--- config.mk ---
export PLATFORM = sky130hd
export DESIGN_NAME = clkoff_keyreg
export DESIGN_NICKNAME = d
export VERILOG_FILES = /design/src/rtl/clkoff_pkg.sv /design/src/rtl/clkoff_bus_dec.sv /design/src/rtl/clkoff_key_cell.sv /design/src/rtl/clkoff_err_agg.sv /design/src/rtl/clkoff_keyreg.sv
export SDC_FILE = /design/constraint.sdc
export NUM_CORES = 1
export LEC_CHECK = 0
export BUFFER_PORTS_ARGS = -buffer_cell sky130_fd_sc_hd__buf_2
export CAP_MARGIN = 10
export CORE_MARGIN = 2
export CORE_UTILIZATION = 53
export CTS_BUF_LIST = sky130_fd_sc_hd__clkbuf_4 sky130_fd_sc_hd__clkbuf_8 sky130_fd_sc_hd__clkbuf_16
export CTS_CLUSTER_SIZE = 28
export DETAILED_ROUTE_END_ITERATION = 7
export PLACE_DENSITY = 0.84
export SKIP_CTS_REPAIR_TIMING = 1
export SYNTH_ARGS = -nofsm -noshare
export SYNTH_HDL_FRONTEND = slang
export SYNTH_SLANG_ARGS = --single-unit
--- constraint.sdc ---
create_clock -name clk -period 6.4 [get_ports clk]
set_input_delay 1.28 -clock clk [delete_from_list [all_inputs] [get_ports clk]]
set_output_delay 1.28 -clock clk [all_outputs]
set_load 0.01 [all_outputs]
--- src/rtl/clkoff_pkg.sv ---
package clkoff_pkg;

   // Control signals of one bus access
   typedef struct packed {
      logic sel;
      logic wr;
      logic priv;
   } bus_ctl_t;

   // Number of set bits in a mask
   function automatic int unsigned mask_ones(input logic [63:0] m);
      int unsigned n;
      n = 0;
      for (int i = 0; i < 64; i++) begin
         if (m[i]) n++;
      end
      return n;
   endfunction

   // Number of set bits strictly below position idx
   function automatic int unsigned ones_below(input logic [63:0] m, input int unsigned idx);
      int unsigned n;
      n = 0;
      for (int i = 0; i < 64; i++) begin
         if (m[i] && (i < int'(idx))) n++;
      end
      return n;
   endfunction

endpackage

--- src/rtl/clkoff_bus_dec.sv ---
module clkoff_bus_dec #(
   parameter int unsigned ADDR_W = 12,
   parameter logic [ADDR_W-1:0] OFFSET = 12'h03C
) (
   input  clkoff_pkg::bus_ctl_t ctl,
   input  logic [ADDR_W-1:0]    addr,
   output logic                 wr_ok,
   output logic                 rd_hit
);
   logic at_reg;

   generate
      if (ADDR_W < 2) begin : g_bad_addr
         $error("clkoff_bus_dec: ADDR_W must be at least 2");
      end
   endgenerate

   always_comb begin
      at_reg = (addr == OFFSET);
      rd_hit = ctl.sel && at_reg;
      wr_ok  = ctl.sel && ctl.wr && ctl.priv && at_reg;
   end
endmodule

--- src/rtl/clkoff_key_cell.sv ---
module clkoff_key_cell #(
   parameter int unsigned KEY_W = 4
) (
   input  logic             clk,
   input  logic             rst_n,
   input  logic             wake,
   input  logic             wr_en,
   input  logic             wr_bit,
   input  logic [KEY_W-1:0] flip,
   output logic             bit_o,
   output logic             err_o
);
   function automatic logic [KEY_W-1:0] make_one();
      logic [KEY_W-1:0] r;
      for (int j = 0; j < KEY_W; j++) r[j] = ((j % 2) == 0);
      return r;
   endfunction

   localparam logic [KEY_W-1:0] CODE_ONE  = make_one();
   localparam logic [KEY_W-1:0] CODE_ZERO = ~CODE_ONE;
   localparam int unsigned HALF = KEY_W / 2;

   generate
      if ((KEY_W < 4) || ((KEY_W % 2) != 0)) begin : g_bad_key
         $error("clkoff_key_cell: KEY_W must be even and at least 4");
      end
   endgenerate

   logic [KEY_W-1:0] key_q;
   logic [KEY_W-1:0] key_nxt;
   int unsigned      agree;

   always_comb begin
      agree = 0;
      for (int j = 0; j < KEY_W; j++) begin
         if (key_q[j] == CODE_ONE[j]) agree++;
      end
      // a tie resolves toward the code for 0
      bit_o = (agree > HALF);
      err_o = (key_q != CODE_ONE) && (key_q != CODE_ZERO);
   end

   always_comb begin
      if (wake)       key_nxt = CODE_ZERO;
      else if (wr_en) key_nxt = wr_bit ? CODE_ONE : CODE_ZERO;
      else if (err_o) key_nxt = bit_o ? CODE_ONE : CODE_ZERO;
      else            key_nxt = key_q;
   end

   always_ff @(posedge clk or negedge rst_n) begin
      if (!rst_n) key_q <= CODE_ZERO;
      else        key_q <= key_nxt ^ flip;
   end


   scrub_clears_chk: assert property (@(posedge clk) disable iff (!rst_n)
      (err_o && !wake && !wr_en && (flip == '0)) |=> !err_o);


   scrub_keeps_value_chk: assert property (@(posedge clk) disable iff (!rst_n)
      (err_o && !wake && !wr_en && (flip == '0)) |=> $stable(bit_o));


   write_fresh_chk: assert property (@(posedge clk) disable iff (!rst_n)
      (wr_en && !wake && (flip == '0)) |=> (!err_o && (bit_o == $past(wr_bit))));
endmodule

--- src/rtl/clkoff_err_agg.sv ---
module clkoff_err_agg #(
   parameter int unsigned N = 9
) (
   input  logic         clk,
   input  logic         rst_n,
   input  logic [N-1:0] err_vec,
   input  logic         clr,
   output logic         pulse_o,
   output logic         sticky_o
);
   generate
      if (N < 1) begin : g_bad_n
         $error("clkoff_err_agg: N must be at least 1");
      end
   endgenerate

   assign pulse_o = |err_vec;

   always_ff @(posedge clk or negedge rst_n) begin
      if (!rst_n)       sticky_o <= 1'b0;
      else if (pulse_o) sticky_o <= 1'b1;
      else if (clr)     sticky_o <= 1'b0;
   end


   sticky_follows_chk: assert property (@(posedge clk) disable iff (!rst_n)
      pulse_o |=> sticky_o);


   sticky_clear_chk: assert property (@(posedge clk) disable iff (!rst_n)
      (clr && !pulse_o) |=> !sticky_o);
endmodule

--- src/rtl/clkoff_keyreg.sv ---
module clkoff_keyreg #(
   parameter int unsigned        DATA_W     = 32,
   parameter int unsigned        ADDR_W     = 12,
   parameter logic [ADDR_W-1:0]  REG_OFFSET = 12'h03C,
   parameter logic [DATA_W-1:0]  FUNC_MASK  = 32'h0000_097F,
   parameter int unsigned        KEY_W      = 4,
   parameter bit                 RSVD_KEEP  = 1'b1,
   localparam int unsigned       NDOM       = clkoff_pkg::mask_ones(64'(FUNC_MASK)),
   localparam int unsigned       FLIP_W     = NDOM * KEY_W
) (
   input  logic              clk,
   input  logic              rst_n,
   input  logic              bus_sel,
   input  logic              bus_wr,
   input  logic              bus_priv,
   input  logic [ADDR_W-1:0] bus_addr,
   input  logic [DATA_W-1:0] bus_wdata,
   output logic [DATA_W-1:0] bus_rdata,
   input  logic              wake_i,
   input  logic [FLIP_W-1:0] flip_i,
   input  logic              err_clr_i,
   output logic [NDOM-1:0]   dom_off_o,
   output logic              err_pulse_o,
   output logic              err_sticky_o
);
   generate
      if ((DATA_W < 1) || (DATA_W > 64)) begin : g_bad_width
         $error("clkoff_keyreg: DATA_W must lie in 1..64");
      end
      if (NDOM < 1) begin : g_bad_mask
         $error("clkoff_keyreg: FUNC_MASK must select at least one bit");
      end
   endgenerate

   clkoff_pkg::bus_ctl_t ctl;
   logic                 wr_ok;
   logic                 rd_hit;
   logic [NDOM-1:0]      key_err;
   logic [DATA_W-1:0]    func_rd;
   logic [DATA_W-1:0]    rsv_rd;

   assign ctl.sel  = bus_sel;
   assign ctl.wr   = bus_wr;
   assign ctl.priv = bus_priv;

   clkoff_bus_dec #(
      .ADDR_W (ADDR_W),
      .OFFSET (REG_OFFSET)
   ) u_dec (
      .ctl    (ctl),
      .addr   (bus_addr),
      .wr_ok  (wr_ok),
      .rd_hit (rd_hit)
   );

   generate
      for (genvar b = 0; b < DATA_W; b++) begin : g_bit
         if (FUNC_MASK[b]) begin : g_key
            localparam int unsigned K = clkoff_pkg::ones_below(64'(FUNC_MASK), b);
            clkoff_key_cell #(
               .KEY_W (KEY_W)
            ) u_cell (
               .clk    (clk),
               .rst_n  (rst_n),
               .wake   (wake_i),
               .wr_en  (wr_ok),
               .wr_bit (bus_wdata[b]),
               .flip   (flip_i[K*KEY_W +: KEY_W]),
               .bit_o  (dom_off_o[K]),
               .err_o  (key_err[K])
            );
            assign func_rd[b] = dom_off_o[K];
         end else begin : g_plain
            assign func_rd[b] = 1'b0;
         end
      end

      if (RSVD_KEEP) begin : g_rsv_keep
         logic [DATA_W-1:0] rsv_q;
         always_ff @(posedge clk or negedge rst_n) begin
            if (!rst_n)      rsv_q <= '0;
            else if (wake_i) rsv_q <= '0;
            else if (wr_ok)  rsv_q <= bus_wdata & ~FUNC_MASK;
         end
         assign rsv_rd = rsv_q;
      end else begin : g_rsv_zero
         assign rsv_rd = '0;
      end
   endgenerate

   assign bus_rdata = rd_hit ? (func_rd | rsv_rd) : '0;

   clkoff_err_agg #(
      .N (NDOM)
   ) u_err (
      .clk      (clk),
      .rst_n    (rst_n),
      .err_vec  (key_err),
      .clr      (err_clr_i),
      .pulse_o  (err_pulse_o),
      .sticky_o (err_sticky_o)
   );


   user_write_ignored_chk: assert property (@(posedge clk) disable iff (!rst_n)
      (bus_sel && bus_wr && !bus_priv && !wake_i && (flip_i == '0)) |=> $stable(dom_off_o));


   wake_clears_chk: assert property (@(posedge clk) disable iff (!rst_n)
      (wake_i && (flip_i == '0)) |=> ((dom_off_o == '0) && !err_pulse_o));


   idle_read_zero_chk: assert property (@(posedge clk) disable iff (!rst_n)
      !bus_sel |-> (bus_rdata == '0));
endmodule

==> impl_metrics.tcl, run 1 <==
set metrics [dict create \
    wl_um 15000 \
    leakage_nw 3.14 \
    firstDrtPassIters 5 \
    p_comb_frac 0.648 \
    core_area_um2 10900 \
    synth.most_common_cell "nand2_1" \
    synth_top_cell_by_area "dfrtp_1" \
    ios 130 \
    crit_chain "buf_2 -> or4b_4 -> nor4_2 -> buf_4 -> and2_1 -> buf_2" \
    die_area_um2 12200 \
    setup_viol 0 \
    clkPwrFrac 0.143 \
    p_int_mw 1.89 \
    tightest_slew_ns 0.997 \
    holdCritPathClass "register to register" \
    power_frac_seq 0.209 \
    end_kind "output port" \
    hold_viol 0 \
    path_class "primary input to output port" \
    async_flop_share 1.00 \
    peakVddDrop_uv 269 \
    seq_area_frac_synth 0.254 \
    place_worst_setup_slack_ns 1.59 \
    cpMostUsedCell "buf_2" \
    maxCapViolations 0 \
    yosys-top-cells-count "nand2_1, a21oi_1, ha_1, dfrtp_1, and2_1" \
    grt_overflow_total 0 \
    syn_avg_cell_area_um2 8.05 \
    synthFlopType "dfrtp_1" \
    synth-edff-count 0 \
    cp_max_fo 26 \
    synth.ff_latch_count 60 \
    drive_above_1_share 0.213 \
    period_needed_ns 4.72 \
    status "finished, final reports clean" \
    cts_tree "done" \
    yosys.area.top_type_share 0.175 \
    grt_max_degree 88 \
    power.density_nw_per_um2 510 \
    ant_nets 0 \
    worst_setup_path_start_kind "primary input" \
    drc 0 \
    dp_hpwl_um 10600 \
    grt_pass1_wl_um 25000 \
    start_util 0.550 \
    syn_nets 879 \
    fin_ws_ns 1.68 \
    root_buffer "clkbuf_16" \
    arrival_ns 3.44 \
    cp_slowest_stage_delay_ns 0.84 \
    switchingPower_mw 1.66 \
    portBuffers 129 \
    antenna_found_initial 0 \
    cpMaxStageDelayCell "nor4_2" \
    grt_usage 0.240 \
    dieWidth_um 110 \
    final.period_utilization 0.738 \
    drtIter0Drc 380 \
    tns_ns 0 \
    netlist_area_um2 6010 \
    final_nets 973 \
    cts_sinks 60 \
    syn_inst 747 \
    finalClockSkew_ns 0.00694 \
    die_h_um 110 \
    numCtsBuffers 9 \
    cts.clk_slew.worst_paths_ns 0.06 \
    critPathBufInv 3 \
    synth-warning-count 0 \
    cts.htree.levels 3 \
    cp_data_required_time_ns 5.12 \
    syn_to_final_growth_pct 15.6 \
    synth.area.top_cells "dfrtp_1, ha_1, dfstp_2" \
    max-clock-path-buffers 2 \
    sw_frac_of_total 0.467 \
    final_core_util 0.635 \
    rsz0062_at_grt "no" \
    dr_total_vias 6028 \
    routabilityCongestion 0.861 \
    grt_pass1_vias 5446 \
    fmax_mhz 212 \
    antenna_cells 0 \
    cp_top_family "simple AND/OR/NAND/NOR gates" \
    via_per_inst 6.11 \
    fp-row-count 38 \
    slew_viol_final 0 \
    clock_latency_ns 0.33 \
    slew_headroom 0.330 \
    synth_cell_types 61 \
    post_drt_wl_per_cell_um 15.3 \
]
cells by family (layout without fill, tap and decap cells):
| logic type | Yosys count | count (layout) | synth area share |
|---|---|---|---|
| AND/OR/NAND/NOR | 327 | 327 | 0.311 |
| AO/OA/AOI/OAI | 208 | 208 | 0.250 |
| buffers and inverters | 89 | 188 | 0.0637 |
| flip-flops | 60 | 60 | 0.254 |
| adder cells (fa/ha/maj) | 45 | 45 | 0.0937 |
| XOR/XNOR | 9 | 9 | 0.0131 |
| multiplexers | 9 | 9 | 0.0150 |
final cells by class:
type | count | area (µm²)
Clock inverter | 7 | 81.3
Tap cell | 140 | 175
Fill cell | 983 | 3990
Clock buffer | 9 | 225
Multi-Input combinational cell | 598 | 4120
Inverter | 39 | 146
Timing Repair Buffer | 133 | 676
Sequential cell | 60 | 1520
state kept, by name, indices dropped and copies added, names as in the netlist:
| name | cells |
|---|---|
| g_bit.g_key.u_cell.key_q | 36 |
| g_rsv_keep.rsv_q | 23 |
| u_err.sticky_o | 1 |
metal layers:
layer | vias to the layer above | share of wire | routed length, µm | global-route usage
met3 | 19 | 0.077 | 1160 | 0.0648
met4 | 0 | 0.014 | 218 | 0.0550
met2 | 221 | 0.46 | 6870 | 0.396
met5 | - | 0 | 0 | 0
met1 | 2829 | 0.45 | 6800 | 0.314
li1 | 2959 | - | - | -
through the flow:
stage                     instance area (µm²)  total power, mW  hold slack, ns  cells
after floorplan                          6010             2.61           0.491    747
after global placement                   6640             2.95           0.456    970
after detailed placement                 6640             3.00           0.503    970
after CTS                                6950             3.53           0.515    986
after global routing                     6950             3.89           0.514    986
final                                    6950             3.54           0.504    986
placed cells by master (no fill, tap or decap), types with 10 or more instances in the layout:
| master | count |
|---|---|
| o311ai_0 | 10 |
| nand4_1 | 10 |
| o21a_1 | 12 |
| inv_1 | 39 |
| buf_2 | 129 |
| a221oi_1 | 12 |
| nand2b_1 | 26 |
| nand2_1 | 72 |
| nand3b_1 | 18 |
| a211oi_1 | 11 |
| dfstp_2 | 18 |
| nor2b_1 | 20 |
| and2_1 | 41 |
| dfrtp_1 | 42 |
| a2111oi_0 | 10 |
| nor2_1 | 30 |
| a21oi_1 | 46 |
| o21ai_0 | 29 |
| nor3_1 | 40 |
| ha_1 | 45 |
| a211o_1 | 16 |
worst paths after layout:
kind,from,endpoint,slack [ns],cells past startpoint
worst max-delay path,bus_addr[7],bus_rdata[31],1.68,6
worst min-delay path,u_err.sticky_o,u_err.sticky_o,0.50,1
worst min register to register,u_err.sticky_o,u_err.sticky_o,0.50,1
min in group asynchronous,rst_n,g_rsv_keep.rsv_q[23],1.13,2
max in group asynchronous,rst_n,g_rsv_keep.rsv_q[9],4.75,2
worst max register to register,g_bit[1].g_key.u_cell.key_q[1],g_bit[1].g_key.u_cell.key_q[0],3.41,8
power by group through the flow:
stage	logic (mW)	clock network [mW]	registers [mW]
2_1_floorplan	1.97	0	0.641
4_1_cts	2.28	0.513	0.737
5_1_grt	2.59	0.532	0.767
3_3_place_gp	2.21	0	0.735
6_report	2.30	0.508	0.740
3_5_place_dp	2.26	0	0.741
Note: power is estimated with default switching activity, not from simulation.
==> run 2: changes to the inputs <==
- ABC_AREA: not set -> 1
- CORE_UTILIZATION: 53 -> 49
- clock period: 6.4 -> 4.3 ns (I/O delays scaled with it)
==> run 2 against run 1 <==
Wire length decreased by 26%. Hold slack got worse by 0.0056 ns. Synthesized area decreased by 15%. Final cell count increased by 4.6%. Worst setup slack got worse by 0.77 ns. Clock power decreased by 1%. Flip-flop and latch count unchanged. Clock-buffer cell count increased by 2. Final area decreased by 15%. Critical path type unchanged. Critical endpoint is now bus_rdata[2].
==> impl_metrics.tcl, run 2 <==
set metrics [dict create \
    rsz0062_at_grt "no" \
    hold_start "g_rsv_keep.rsv_q[15]" \
    yosys-top-cells-count "nand2_1, inv_1, nand3_1, nor2_1, ha_1" \
    cts_tree "done" \
    synth-edff-count 0 \
    ios 130 \
    critPathLaunch "bus_addr[1]" \
    synth-warning-count 0 \
    tns_ns 0 \
    grt_max_degree 51 \
    ant_nets 0 \
    holdCritPathClass "register to register" \
    path_class "primary input to output port" \
    syn_nets 908 \
    r2r_end "g_bit[2].g_key.u_cell.key_q[0]" \
    slew_viol_final 0 \
    final_core_util 0.581 \
    synthFlopType "dfrtp_1" \
    reg2reg_depth 12 \
    clock_latency_ns 0.33 \
    cp_slowest_stage_delay_ns 0.56 \
    status "finished, final reports clean" \
    max-clock-path-buffers 2 \
    dp_hpwl_um 8670 \
    end_kind "output port" \
    numPlacedInstances 1015 \
    fin_total_pwr_mw 4.76 \
    dieWidth_um 106 \
    largest_reg_flops 36 \
    switchingPower_mw 2.44 \
    drive_above_1_share 0.197 \
    yosys.area.top_type_share 0.207 \
    layout_common_cells "nand2_1, inv_1, buf_2, nand3_1, nor2_1" \
    via_per_inst 4.68 \
    slew_headroom 0.247 \
    finalClockSkew_ns 0.00987 \
    final_cell_count_no_fill 1031 \
    power.density_nw_per_um2 804 \
    fin_ws_ns 0.911 \
    cp_data_required_time_ns 3.44 \
    start_util 0.500 \
    async_flop_share 1.00 \
    arrival_ns 2.53 \
    cts.clk_slew.worst_paths_ns 0.07 \
    numCtsBuffers 9 \
    drc 0 \
    leakage_nw 3.61 \
    routabilityCongestion 0.901 \
    power_frac_seq 0.223 \
    hold_path_depth 2 \
    firstDrtPassIters 4 \
    cp_top_family "buffers and inverters" \
    crit_chain "buf_2 -> nor2_2 -> inv_1 -> nor4_1 -> inv_1 -> a31oi_1 -> buf_2" \
    reg_top3 "g_bit.g_key.u_cell.key_q: 36 flops, g_rsv_keep.rsv_q: 23 flops, u_err.sticky_o: 1 flops" \
    regMostFlops "g_bit.g_key.u_cell.key_q" \
    wl_um 11100 \
    place_worst_setup_slack_ns 0.882 \
    grt_pass1_wl_um 18700 \
    fmax_mhz 295 \
    reg2reg_slack_ns 2.09 \
    clkPwrFrac 0.105 \
    synth.most_common_cell "nand2_1" \
    synth.area.top_cells "dfrtp_1, nand2_1, ha_1" \
    fp-row-count 37 \
    dr_total_vias 4824 \
    cts_sinks 60 \
    sw_frac_of_total 0.514 \
    cts.htree.levels 3 \
    tightest_slew_ns 1.13 \
    final_nets 1022 \
    setup_viol 0 \
    grt_usage 0.204 \
    portBuffers 129 \
    die_area_um2 11200 \
    synth.ff_latch_count 60 \
    dpl-instance-area_um2 5730 \
    period_needed_ns 3.39 \
    synth_top_cell_by_area "dfrtp_1" \
    final.period_utilization 0.788 \
    drtIter0Drc 223 \
    syn_to_final_growth_pct 16.4 \
    synth_cell_types 26 \
    hold_ws_ns 0.498 \
    critPathBufInv 4 \
    worst_setup_path_start_kind "primary input" \
    peakVddDrop_uv 384 \
    cp_max_fo 32 \
    post_drt_wl_per_cell_um 10.8 \
    syn_avg_cell_area_um2 6.56 \
    r2r-start "g_bit[2].g_key.u_cell.key_q[1]" \
    seq_area_frac_synth 0.300 \
    hold_viol 0 \
    core_area_um2 10200 \
    antenna_found_initial 0 \
    p_int_mw 2.31 \
    die_h_um 106 \
    netlist_area_um2 5090 \
    root_buffer "clkbuf_8" \
    p_comb_frac 0.671 \
    grt_pass1_vias 4348 \
    hold_end "g_rsv_keep.rsv_q[15]" \
    finalInstanceArea_um2 5920 \
    syn_inst 776 \
    cpMaxStageDelayCell "inv_1" \
    grt_overflow_total 0 \
    final_common_cell "nand2_1" \
    maxCapViolations 0 \
    antenna_cells 0 \
]
-- run 2: kinds of logic after synthesis --
logic type,share of synthesized area
fa+ha+maj,0.111
xor+xnor,0.0258
simple gates,0.379
compound gates,0.0411
flops,0.300
buf+inv,0.143
-- run 2: cell type report --
cell class | instances | area [µm²]
Fill cell | 1018 | 4260
Tap cell | 136 | 170
Clock inverter | 5 | 52.6
Timing Repair Buffer | 131 | 661
Inverter | 144 | 541
Multi-Input combinational cell | 544 | 2830
Clock buffer | 11 | 139
Sequential cell | 60 | 1520
-- run 2: per-layer routing --
| layer | vias up | routed length [µm] | track usage | part of all wire |
|---|---|---|---|---|
| met2 | 116 | 5130 | 0.350 | 0.46 |
| met3 | 5 | 745 | 0.0417 | 0.067 |
| met4 | 0 | 76 | 0.0479 | 0.0068 |
| li1 | 2607 | - | - | - |
| met1 | 2096 | 5140 | 0.265 | 0.46 |
| met5 | - | 0 | 0 | 0 |
-- run 2: power by group through the flow --
| stage | clock (mW) | sequential [mW] | combinational, mW |
|---|---|---|---|
| 6_report | 0.501 | 1.06 | 3.19 |
| 5_1_grt | 0.531 | 1.10 | 3.76 |
| 4_1_cts | 0.514 | 1.06 | 3.21 |
| 3_5_place_dp | 0 | 1.07 | 3.20 |
| 3_3_place_gp | 0 | 1.06 | 3.12 |
| 2_1_floorplan | 0 | 0.981 | 2.80 |
-- run 2: how the worst max path moves through the flow --
stage | end | slack [ns] | cells past startpoint
after floorplan | bus_rdata[11] | 1.55 | 6
after global placement | bus_rdata[5] | 0.97 | 7
after detailed placement | bus_rdata[2] | 0.88 | 7
after CTS | bus_rdata[2] | 0.88 | 7
after global routing | bus_rdata[8] | 0.64 | 7
final | bus_rdata[2] | 0.91 | 7
-- run 2: worst register-to-register path: stages, from the launching register on --
cell and delay [ns]:
dfstp_2 0.56, ha_1 0.26, nand2_1 0.08, inv_1 0.04
nor2_1 0.12, ha_1 0.16, nand2_1 0.06, xnor2_1 0.29
nand3_1 0.19, nand2_1 0.10, nand3_1 0.10, nand3b_1 0.12
nand2_1 0.05
